File: config.mk
export PLATFORM = sky130hd
export DESIGN_NAME = mtc_timer
export DESIGN_NICKNAME = d
export VERILOG_FILES = /design/src/rtl/tmr_pkg.sv /design/src/rtl/tmr_edge_sync.sv /design/src/rtl/tmr_prescaler.sv /design/src/rtl/tmr_capture.sv /design/src/rtl/mtc_timer.sv
export SDC_FILE = /design/constraint.sdc
export NUM_CORES = 1
export LEC_CHECK = 0
export BUFFER_PORTS_ARGS = -buffer_cell sky130_fd_sc_hd__buf_2
export CAP_MARGIN = 20
export CORE_MARGIN = 5
export CORE_UTILIZATION = 58
export CTS_CLUSTER_DIAMETER = 150
export DETAILED_ROUTE_END_ITERATION = 8
export GPL_TIMING_DRIVEN = 0
export PLACE_DENSITY = 0.8
export SLEW_MARGIN = 0
export SYNTH_ARGS = -nofsm -noshare
export SYNTH_HDL_FRONTEND = slang
export SYNTH_HIERARCHICAL = 1
export SYNTH_SLANG_ARGS = --single-unit
File: constraint.sdc
create_clock -name clk -period 4.65 [get_ports clk]
set_input_delay 1.1625 -clock clk [delete_from_list [all_inputs] [get_ports clk]]
set_output_delay 1.1625 -clock clk [all_outputs]
set_load 0.02 [all_outputs]
File: src/rtl/tmr_pkg.sv
package tmr_pkg;

    typedef enum logic [1:0] {
        EDGE_NONE = 2'd0,
        EDGE_RISE = 2'd1,
        EDGE_FALL = 2'd2,
        EDGE_BOTH = 2'd3
    } edge_sel_e;

    // control word, bit0 = run ... bit4 = hold
    typedef struct packed {
        logic      hold;
        edge_sel_e cnt_edge;
        logic      cnt_mode;
        logic      run;
    } ctrl_t;

    typedef struct packed {
        logic stop;
        logic clr;
        logic irq_en;
    } match_act_t;

    typedef struct packed {
        logic      irq_en;
        edge_sel_e sel;
    } cap_cfg_t;

    localparam int CTRL_BITS = $bits(ctrl_t);
    localparam int MACT_BITS = $bits(match_act_t);
    localparam int CCFG_BITS = $bits(cap_cfg_t);

    localparam int A_CTRL    = 0;
    localparam int A_PRESC   = 1;
    localparam int A_TC      = 2;
    localparam int A_PC      = 3;
    localparam int A_MR_BASE = 4;

    function automatic logic edge_hit(edge_sel_e sel, logic cur, logic prev);
        case (sel)
            EDGE_RISE: return cur & ~prev;
            EDGE_FALL: return ~cur & prev;
            EDGE_BOTH: return cur ^ prev;
            default:   return 1'b0;
        endcase
    endfunction

endpackage

File: src/rtl/tmr_edge_sync.sv
module tmr_edge_sync
    import tmr_pkg::*;
#(
    parameter int SYNC = 2
) (
    input  logic      clk,
    input  logic      rst,
    input  logic      din,
    input  edge_sel_e sel,
    output logic      hit
);
    logic [SYNC-1:0] sh;
    logic            prev;

    always_ff @(posedge clk) begin
        if (rst) begin
            sh   <= '0;
            prev <= 1'b0;
        end else begin
            sh   <= {sh[SYNC-2:0], din};
            prev <= sh[SYNC-1];
        end
    end

    assign hit = edge_hit(sel, sh[SYNC-1], prev);

endmodule

File: src/rtl/tmr_prescaler.sv
module tmr_prescaler #(
    parameter int W = 32
) (
    input  logic         clk,
    input  logic         rst,
    input  logic         clr,
    input  logic         en,
    input  logic [W-1:0] limit,
    output logic [W-1:0] count,
    output logic         tick
);
    assign tick = en && (count >= limit);

    always_ff @(posedge clk) begin
        if (rst || clr)  count <= '0;
        else if (tick)   count <= '0;
        else if (en)     count <= count + 1'b1;
    end

    // the prescale count either wraps to zero or steps by one
    assert_pc_step_R2: assert property (@(posedge clk) disable iff (rst)
        (en && !clr) |=> (count == '0 || count == W'($past(count) + 1'b1)));

    assert_pc_hold_R2: assert property (@(posedge clk) disable iff (rst)
        (!en && !clr) |=> $stable(count));

endmodule

File: src/rtl/tmr_capture.sv
module tmr_capture #(
    parameter int W = 32
) (
    input  logic         clk,
    input  logic         rst,
    input  logic         hit,
    input  logic [W-1:0] tc,
    output logic [W-1:0] value
);
    always_ff @(posedge clk) begin
        if (rst)      value <= '0;
        else if (hit) value <= tc;
    end

    // a capture holds the count present on the edge cycle
    assert_cap_copy_R8: assert property (@(posedge clk) disable iff (rst)
        hit |=> value == $past(tc));

    assert_cap_keep_R8: assert property (@(posedge clk) disable iff (rst)
        !hit |=> $stable(value));

endmodule

File: src/rtl/mtc_timer.sv
module mtc_timer
    import tmr_pkg::*;
#(
    parameter int W       = 32,
    parameter int N_MATCH = 4,
    parameter int N_CAP   = 2,
    parameter int SYNC    = 2,
    parameter int AW      = 4
) (
    input  logic               clk,
    input  logic               rst,
    input  logic               wr_en,
    input  logic [AW-1:0]      wr_addr,
    input  logic [W-1:0]       wr_data,
    input  logic [AW-1:0]      rd_addr,
    output logic [W-1:0]       rd_data,
    input  logic               cnt_in,
    input  logic [N_CAP-1:0]   cap_in,
    output logic               irq,
    output logic [N_MATCH-1:0] dma_req
);
    localparam int NFLAG    = N_MATCH + N_CAP;
    localparam int MACT_W   = MACT_BITS * N_MATCH;
    localparam int CCFG_W   = CCFG_BITS * N_CAP;
    localparam int A_MACT   = A_MR_BASE + N_MATCH;
    localparam int A_CCFG   = A_MACT + 1;
    localparam int A_CAP    = A_CCFG + 1;
    localparam int A_FLAGS  = A_CAP + N_CAP;

    ctrl_t                     ctrl_q;
    logic [W-1:0]              presc_q;
    logic [W-1:0]              tc_q;
    logic [W-1:0]              pc;
    logic [W-1:0]              mr_q  [N_MATCH];
    logic [W-1:0]              cap_q [N_CAP];
    match_act_t [N_MATCH-1:0]  mact_q;
    cap_cfg_t   [N_CAP-1:0]    ccfg_q;
    logic [NFLAG-1:0]          flags_q;
    logic [N_MATCH-1:0]        m_hit, m_clr, m_stop, m_ien;
    logic [N_CAP-1:0]          c_hit, c_ien;
    logic                      cnt_hit, ptick, tick;
    logic                      we_ctrl, we_presc, we_mact, we_ccfg, we_flags;

    assign we_ctrl  = wr_en && int'(wr_addr) == A_CTRL;
    assign we_presc = wr_en && int'(wr_addr) == A_PRESC;
    assign we_mact  = wr_en && int'(wr_addr) == A_MACT;
    assign we_ccfg  = wr_en && int'(wr_addr) == A_CCFG;
    assign we_flags = wr_en && int'(wr_addr) == A_FLAGS;

    // ---------------- count sources ----------------
    tmr_edge_sync #(.SYNC(SYNC)) u_cnt_sync (
        .clk (clk), .rst (rst), .din (cnt_in),
        .sel (ctrl_q.cnt_edge), .hit (cnt_hit)
    );

    tmr_prescaler #(.W(W)) u_presc (
        .clk   (clk),
        .rst   (rst),
        .clr   (ctrl_q.hold),
        .en    (ctrl_q.run && !ctrl_q.cnt_mode && !ctrl_q.hold),
        .limit (presc_q),
        .count (pc),
        .tick  (ptick)
    );

    assign tick = ctrl_q.run && !ctrl_q.hold && (ctrl_q.cnt_mode ? cnt_hit : ptick);

    // ---------------- match units ----------------
    for (genvar g = 0; g < N_MATCH; g++) begin : g_match
        assign m_hit[g]  = tick && (tc_q == mr_q[g]);
        assign m_clr[g]  = m_hit[g] && mact_q[g].clr;
        assign m_stop[g] = m_hit[g] && mact_q[g].stop;
        assign m_ien[g]  = mact_q[g].irq_en;

        // a match leaves its flag set and its request high next cycle
        assert_match_flag_R5: assert property (@(posedge clk) disable iff (rst)
            m_hit[g] |=> (flags_q[g] && dma_req[g]));
    end

    // ---------------- capture channels ----------------
    for (genvar c = 0; c < N_CAP; c++) begin : g_cap
        tmr_edge_sync #(.SYNC(SYNC)) u_sync (
            .clk (clk), .rst (rst), .din (cap_in[c]),
            .sel (ccfg_q[c].sel), .hit (c_hit[c])
        );
        tmr_capture #(.W(W)) u_cap (
            .clk (clk), .rst (rst), .hit (c_hit[c]),
            .tc (tc_q), .value (cap_q[c])
        );
        assign c_ien[c] = ccfg_q[c].irq_en;

        // an event wins against a clear of its own flag
        assert_cap_flag_R9: assert property (@(posedge clk) disable iff (rst)
            c_hit[c] |=> flags_q[N_MATCH+c]);
    end

    // ---------------- registers ----------------
    always_ff @(posedge clk) begin
        if (rst) begin
            ctrl_q  <= '0;
            presc_q <= '0;
            mact_q  <= '0;
            ccfg_q  <= '0;
            for (int i = 0; i < N_MATCH; i++) mr_q[i] <= '0;
        end else begin
            if (we_ctrl)       ctrl_q     <= ctrl_t'(wr_data[CTRL_BITS-1:0]);
            else if (|m_stop)  ctrl_q.run <= 1'b0;
            if (we_presc) presc_q <= wr_data;
            if (we_mact)  mact_q  <= wr_data[MACT_W-1:0];
            if (we_ccfg)  ccfg_q  <= wr_data[CCFG_W-1:0];
            for (int i = 0; i < N_MATCH; i++)
                if (wr_en && int'(wr_addr) == A_MR_BASE + i) mr_q[i] <= wr_data;
        end
    end

    always_ff @(posedge clk) begin
        if (rst || ctrl_q.hold)  tc_q <= '0;
        else if (tick) begin
            if (|m_clr)          tc_q <= '0;
            else if (!(|m_stop)) tc_q <= tc_q + 1'b1;
        end
    end

    always_ff @(posedge clk) begin
        if (rst) begin
            flags_q <= '0;
            dma_req <= '0;
        end else begin
            flags_q <= (flags_q & ~(we_flags ? wr_data[NFLAG-1:0] : '0)) | {c_hit, m_hit};
            dma_req <= m_hit;
        end
    end

    assign irq = |(flags_q & {c_ien, m_ien});

    // ---------------- read mux ----------------
    always_comb begin
        rd_data = '0;
        if (int'(rd_addr) == A_CTRL)  rd_data = W'(ctrl_q);
        if (int'(rd_addr) == A_PRESC) rd_data = presc_q;
        if (int'(rd_addr) == A_TC)    rd_data = tc_q;
        if (int'(rd_addr) == A_PC)    rd_data = pc;
        if (int'(rd_addr) == A_MACT)  rd_data = W'(mact_q);
        if (int'(rd_addr) == A_CCFG)  rd_data = W'(ccfg_q);
        if (int'(rd_addr) == A_FLAGS) rd_data = W'(flags_q);
        for (int i = 0; i < N_MATCH; i++)
            if (int'(rd_addr) == A_MR_BASE + i) rd_data = mr_q[i];
        for (int j = 0; j < N_CAP; j++)
            if (int'(rd_addr) == A_CAP + j) rd_data = cap_q[j];
    end

    // ---------------- assertions ----------------
    assert_hold_zero_R3: assert property (@(posedge clk) disable iff (rst)
        ctrl_q.hold |=> (tc_q == '0 && pc == '0));

    assert_idle_R2: assert property (@(posedge clk) disable iff (rst)
        (!tick && !ctrl_q.hold) |=> $stable(tc_q));

    assert_restart_R6: assert property (@(posedge clk) disable iff (rst)
        (tick && |m_clr) |=> tc_q == '0);

    assert_stop_run_R7: assert property (@(posedge clk) disable iff (rst)
        (tick && |m_stop && !we_ctrl) |=> !ctrl_q.run);

    assert_stop_freeze_R7: assert property (@(posedge clk) disable iff (rst)
        (tick && |m_stop && !(|m_clr) && !ctrl_q.hold) |=> tc_q == $past(tc_q));

endmodule

==> summary.md, run 1 <==
| Metric | Value |
|---|---|
| Antenna violations before repair | `1` |
| EDFF count, synth | `128` |
| RSZ-0062 raised after global routing | `yes` |
| H-tree levels | `2` |
| Final setup margin | `-16.97 ps` |
| Fmax | `0.2143 GHz` |
| Minimum clock period after layout | `4667 ps` |
| Total global routing overflow | `0` |
| Remaining antenna violation count | `0` |
| Setup CP Type | `input port to output port` |
| Initial Util | `between 50% and 60%` |
| Routed vias/inst | `6.390` |
| CTS tree | `yes` |
| Post-synthesis to final-layout area growth | `13.25%` |
| Area taken by flip-flops and latches | `about 7900 µm²` |
| Worst-Margin Slew | `1018 ps` |
| DR WL/cell | `26.41 µm` |
| Synth Register Bits | `330` |
| Initial DRC Count | `2049` |
| Comb power frac | `8.1%` |
| Core Area | `between 30000 and 40000 µm²` |
| CTS root buf | `clkbuf_16` |
| Clk pwr share | `between 40 and 50%` |
| Ys flop type | `dfxtp_1` |
| Syn nets | `1942` |
| P per Cell Area | `322.2 nW/µm²` |
| Status | `finished with violations` |
| Longest Clk Path Bufs | `3` |
| Via Count | `15360` |
| CP startpoint kind | `input port` |
| Gr usage total | `34.86%` |
| Initial DRT Pass Iterations | `7` |
| Worst hold slack | `434.6 ps` |
| Drt drc | `0` |
| Commonest cells after routing, fill and taps aside | `dfxtp_1, nand2_1, nor2_1` |
| Worst VDD drop | `~200 µV` |
| Die ar. | `~35000 µm²` |
| WP data required | `3490 ps` |
| Setup TNS Final | `-16.97 ps` |
| HP Class | `flip-flop to flip-flop` |
| CP arrival | `3500 ps` |
| Net Sw Frac | `25.02%` |
| Yosys warning count | `6` |
| Layout Nets | `2066` |
| FFs w/ async S/R, synth | `0%` |
| Vias in the first global route | `about 15000` |
| Row Count | `64` |
| CP max FO | `10` |
| Register-to-Register Path Depth | `17` |
| Endpoint type of the worst setup path | `output port` |
| Int Pwr | `0.004945 W` |
| Largest net degree at the start of global routing | `33` |
| Post-Syn Area | `18070 µm²` |
| Count of input and output buffers | `81` |
| Syn_area_per_cell | `9.738 µm²` |
| Sw Pwr | `0.001650 W` |
| Register share of total power | `47.8%` |
| Hold Vio Cnt, Final | `0` |
| Clk sinks | `330` |
| Lkg Pwr | `7.210 nW` |
| Hold path depth | `1` |
| RD Place Congestion | `1.000` |
| Die width | `186.5 µm` |
| Clock Skew | `between 15 and 20 ps` |
| Total CTS buffers | `37` |
| Failing checks | `negative setup slack` |
| DIE HEIGHT | `186.5 µm` |
| Reg2Reg Setup Slack | `~240 ps` |
| Dpl hpwl | `approximately 48 mm` |
| Fillers | `2469` |
| Setup Viol. Count Final | `1` |
| Area of the multi-input gates | `9288 µm²` |
| Routed WL | `63.49 mm` |
| Later-pin clock latency in the skew report | `530 ps` |
| # diodes | `0` |
| Synth unique cells | `72` |
| Cts hold-fix bufs | `0` |
| Most common cell after layout, fill and taps aside | `dfxtp_1` |
| Fraction of layout instances using a drive strength above 1 | `17.03%` |
| First-pass GRT wire length | `slightly above 90 mm` |
| Reg clk slew, reported paths | `60 ps` |
| Register area share after synthesis | `a little over two fifths` |
| Count of final max-slew check failures | `0` |
| Post-synthesis instance total | `1856` |
| Fin crit share | `100.4%` |
| Max-slew headroom | `roughly a third` |
| I/O pin cnt | `83` |
| Max cap viols | `0` |
synth_stat cells, drive strengths merged, types with 16 or more instances:
master	number	area, µm²
nor3	22	137.6
nor2b	16	100.1
mux2i	82	820.8
and2	131	819.5
nor4	38	481.7
ha	40	500.5
a22oi	17	127.6
mux2	27	304.0
or3	19	123.9
a21oi	113	565.5
inv	59	221.5
a22o	20	175.2
nor2	155	605.6
and3	17	106.4
clkbuf	70	262.8
xor2	22	192.7
dfxtp	202	4044
nand3	42	215.2
edfxtp	128	3844
o21ai	51	255.2
xnor2	142	1266
nand2	189	709.4
a222oi	32	320.3
nand4	68	459.2
buf	62	574.3
registers in the layout, summed over array words and instances, names as in the netlist, 5 cells and up:
register	count
tc_q	32
flags_q	6
u_presc/count	32
ctrl_q	5
mact_q	8
presc_q	32
g_cap.u_cap/value	64
mr_q	128
power groups by stage:
stage / combinational (W) / sequential [W] / clock [W]
final: 0.000532 / 0.00315 / 0.00291
after global routing: 0.000550 / 0.00315 / 0.00304
after CTS: 0.000508 / 0.00315 / 0.00292
after detailed placement: 0.000500 / 0.00321 / 0
after global placement: 0.000486 / 0.00321 / 0
after floorplan: 0.000274 / 0.00319 / 0
final timing paths:
path | from | end
worst min register to register | u_cnt_sync/sh[0] | u_cnt_sync/sh[1]
worst max register to register | presc_q[27] | tc_q[4]
worst max-delay path | rd_addr[1] | rd_data[9]
worst min-delay path | u_cnt_sync/sh[0] | u_cnt_sync/sh[1]
repair_timing:
| action | CTS | global route |
|---|---|---|
| endpoints found under the setup margin | 32 | 52 |
| hold endpoints to repair | 0 | 0 |
| setup buffers | 0 | 1 |
| resized for setup | 39 | 27 |
| pin swaps | 2 | 3 |
metrics by stage:
stage / setup slack [ps] / total power, W / utilization (%) / cells / area, µm²
6_report: -16.97 / 0.006595 / 66.74 / 2404 / 20470
5_1_grt: -11.04 / 0.006739 / 66.74 / 2404 / 20470
4_1_cts: 1.602 / 0.006570 / 66.40 / 2402 / 20360
3_5_place_dp: -1045 / 0.003709 / 62.23 / 2337 / 19080
3_3_place_gp: -1021 / 0.003695 / 61.87 / 2333 / 18970
2_1_floorplan: 360.0 / 0.003462 / - / 1856 / 18070
kinds of logic after synthesis:
| group | after synthesis | share of synthesized area, % |
|---|---|---|
| AO/OA/AOI/OAI | 302 | 11.31 |
| XOR/XNOR | 164 | 8.072 |
| adder cells (fa/ha/maj) | 40 | 2.769 |
| buffers and inverters | 191 | 5.857 |
| flip-flops | 330 | 43.64 |
| multiplexers | 114 | 6.847 |
| AND/OR/NAND/NOR | 715 | 21.50 |
routing by layer:
metal,up-vias,track usage [%],share of wire (%)
met5,-,0,0.011
met4,2,15.41,5.3
met3,178,6.839,11
li1,6862,-,-
met1,7396,47.57,40
met2,924,54.19,44
cell type report:
cell class	count	share of cell area [%]
Tap cell	396	2.421
Clock buffer	54	5.544
Sequential cell	330	38.54
Clock inverter	13	0.3362
Inverter	59	1.082
Multi-Input combinational cell	1335	45.38
Buffer	130	4.297
Timing Repair Buffer	87	2.408
critical path: stages:
cell      delay, ps
clkbuf_2        190
nor2b_1         200
clkbuf_4        210
and3_1          370
a222oi_1        630
nand2_1         190
a21oi_4         230
a21oi_1         110
buf_2           180
No activity file was read; power rests on OpenSTA's default activity.
==> inputs of run 2 (changes only) <==
CORE_UTILIZATION = 56   (was 58)
PLACE_DENSITY = 0.81   (was 0.8)
clock period = 4.23 ns   (was 4.65 ns; I/O delays follow)
==> run 2 against run 1 <==
Against the previous run: the flow still finishes with violations (negative setup slack); non-clock buffer count grew 8; setup slack gained 9.8 ps; largest cell class unchanged; combinational power grew 14%; highest routed layer unchanged; utilization shrank 1.1 points; critical path type unchanged; count of clock-buffer cells in the layout grew 2.
==> summary.md, run 2 (synthesized netlist as in run 1, its figures left out) <==
| Metric | Value |
|---|---|
| Status | `finished with violations` |
| Failing checks | `negative setup slack` |
| CP startpoint kind | `input port` |
| Register-to-Register Path Depth | `17 (unchanged)` |
| DIE HEIGHT | `189.7 µm (+1.7%)` |
| Worst r2r src | `presc_q[27]` |
| Die width | `189.7 µm (+1.7%)` |
| Setup Viol. Count Final | `2 (+1)` |
| Row Count | `65 (+1.6%)` |
| Count of final max-slew check failures | `0 (unchanged)` |
| HP Class | `flip-flop to flip-flop` |
| Hold EP | `g_cap[0].u_sync/sh[1]` |
| Commonest cells after routing, fill and taps aside | `dfxtp_1, nand2_1, nor2_1` |
| Top Registers | `mr_q (128), g_cap.u_cap/value (64)` |
| CTS tree | `yes` |
| Max cap viols | `0 (unchanged)` |
| Routed WL | `64.20 mm (+1.1%)` |
| Initial DRC Count | `2100 (+2.5%)` |
| Clock Skew | `22.53 ps (+6.906 ps)` |
| Vias in the first global route | `14950 (+1.5%)` |
| P per Cell Area | `353.2 nW/µm² (+9.6%)` |
| DP Cell Count | `2345 (+0.34%)` |
| Later-pin clock latency in the skew report | `540 ps (about the same)` |
| Fillers | `2515 (+1.9%)` |
| Post-synthesis to final-layout area growth | `15.24%` |
| Lkg Pwr | `7.349 nW (+1.9%)` |
| Max-slew headroom | `29.75% (-1.8 points)` |
| Overall Power | `0.007356 W (+12%)` |
| Layout Nets | `2074 (+0.39%)` |
| Most common cell after layout, fill and taps aside | `dfxtp_1` |
| WP data required | `3170 ps (-320 ps)` |
| Worst Hold Launch | `g_cap[0].u_sync/sh[0]` |
| RD Place Congestion | `1.040 (+4.0%)` |
| Final setup margin | `-7.120 ps (+9.848 ps)` |
| Area of the multi-input gates | `9462 µm² (+1.9%)` |
| # diodes | `0 (unchanged)` |
| Longest Clk Path Bufs | `3 (unchanged)` |
| RSZ-0062 raised after global routing | `yes` |
| Largest net degree at the start of global routing | `27 (-18%)` |
| Minimum clock period after layout | `4237 ps` |
| Final Non-Filler Cells | `2419 (+0.62%)` |
| Setup CP Type | `input port to output port` |
| CP max FO | `10 (unchanged)` |
| Fin crit share | `100.2%` |
| Initial Util | `56.98% (-1.9 points)` |
| Total global routing overflow | `0 (unchanged)` |
| H-tree levels | `2 (unchanged)` |
| Dpl hpwl | `49.20 mm (+1.6%)` |
| Remaining antenna violation count | `0 (unchanged)` |
| CP arrival | `3180 ps (-320 ps)` |
| I/O pin cnt | `83 (unchanged)` |
| Total CTS buffers | `37 (unchanged)` |
| Drt drc | `0 (unchanged)` |
| First-pass GRT wire length | `93.91 mm (+0.88%)` |
| Die ar. | `35970 µm² (+3.4%)` |
| DR WL/cell | `26.54 µm (+0.49%)` |
| Worst-Margin Slew | `1046 ps (+27.38 ps)` |
| Fmax | `0.2360 GHz` |
| Count of input and output buffers | `81 (unchanged)` |
| Via Count | `15550 (+1.2%)` |
| Gr usage total | `34.68% (-0.18 points)` |
| Core Area | `31720 µm² (+3.4%)` |
| Endpoint type of the worst setup path | `output port` |
| Reg with most FFs | `mr_q` |
| Antenna violations before repair | `2 (+1)` |
| Hold Vio Cnt, Final | `0 (unchanged)` |
| Initial DRT Pass Iterations | `8 (+1)` |
| Max reg flops | `128 (unchanged)` |
| Hold path depth | `1 (unchanged)` |
| Fraction of layout instances using a drive strength above 1 | `18.59% (+1.6 points)` |
| Area taken by flip-flops and latches | `7894 µm² (about the same)` |
| Worst VDD drop | `262.1 µV (+34%)` |
| Clk sinks | `330 (unchanged)` |
| Routed vias/inst | `6.427 (+0.58%)` |
| Reg2Reg Setup Slack | `100 ps (-140 ps)` |
| Setup TNS Final | `-12.70 ps (+4.267 ps)` |
| CTS root buf | `clkbuf_16` |
| Crit Reg-Reg Endpoint | `tc_q[26]` |
| Reg clk slew, reported paths | `60 ps (about the same)` |
==> run 2: worst max-delay path by stage <==
| stage | slack, ps | to | from | depth (start not counted) |
|---|---|---|---|---|
| 2_1_floorplan | 150 | rd_data[19] | rd_addr[0] | 9 |
| 3_3_place_gp | -1210 | rd_data[7] | rd_addr[1] | 9 |
| 3_5_place_dp | -1260 | rd_data[30] | rd_addr[1] | 9 |
| 4_1_cts | -1 | tc_q[3] | presc_q[27] | 18 |
| 5_1_grt | -20 | tc_q[2] | presc_q[21] | 17 |
| 6_report | -7 | rd_data[27] | rd_addr[1] | 10 |
==> run 2: routing by layer <==
layer | track usage [%] | vias to the layer above | part of all wire (%)
li1 | - | 6874 | -
met1 | 46.78 | 7549 | 39
met2 | 54.48 | 942 | 45
met3 | 6.789 | 181 | 11
met4 | 15.55 | 2 | 5.2
met5 | 0 | - | 0.011
==> run 2: area by class of cell <==
| class | count | share of cell area, % |
|---|---|---|
| inverter | 59 | 1.075 |
| buffer | 129 | 4.469 |
| tap | 402 | 2.415 |
| clock inverter | 12 | 0.4505 |
| multi-input combinational | 1335 | 45.43 |
| timing repair buffer | 96 | 2.787 |
| sequential | 330 | 37.90 |
| clock buffer | 56 | 5.478 |
==> run 2: per-stage QoR <==
step / hold slack, ps / area, µm² / util [%] / worst slack [ps]
final: 434.1 / 20830 / 65.67 / -7.120
after global routing: 453.0 / 20830 / 65.67 / -20.66
after CTS: 435.9 / 20580 / 64.89 / -1.075
after detailed placement: 422.3 / 19110 / 60.25 / -1261
after global placement: 416.3 / 18980 / 59.85 / -1205
after floorplan: 413.8 / 18070 / - / 150.0
==> run 2: repair_timing <==
action                                  CTS  global route
pin swaps                                 9            28
hold buffers                              0             0
endpoints found under the setup margin   63            55
buffers inserted                          2             7
resized for setup                        76            54
==> run 2: power breakdown <==
part	internal, W	switching (W)	total, W
clock network	0.00193	0.00136	0.00329
logic	0.000195	0.000410	0.000605
registers	0.00339	0.0000767	0.00346
==> run 2: worst max-delay path, cell delays in order <==
cell and delay (ps):
clkbuf_8 150, nor2b_1 150, buf_4 180, buf_6 160
a22o_1 230, a222oi_1 470, a21oi_1 150, a211oi_2 340
o21ai_1 100, buf_2 160
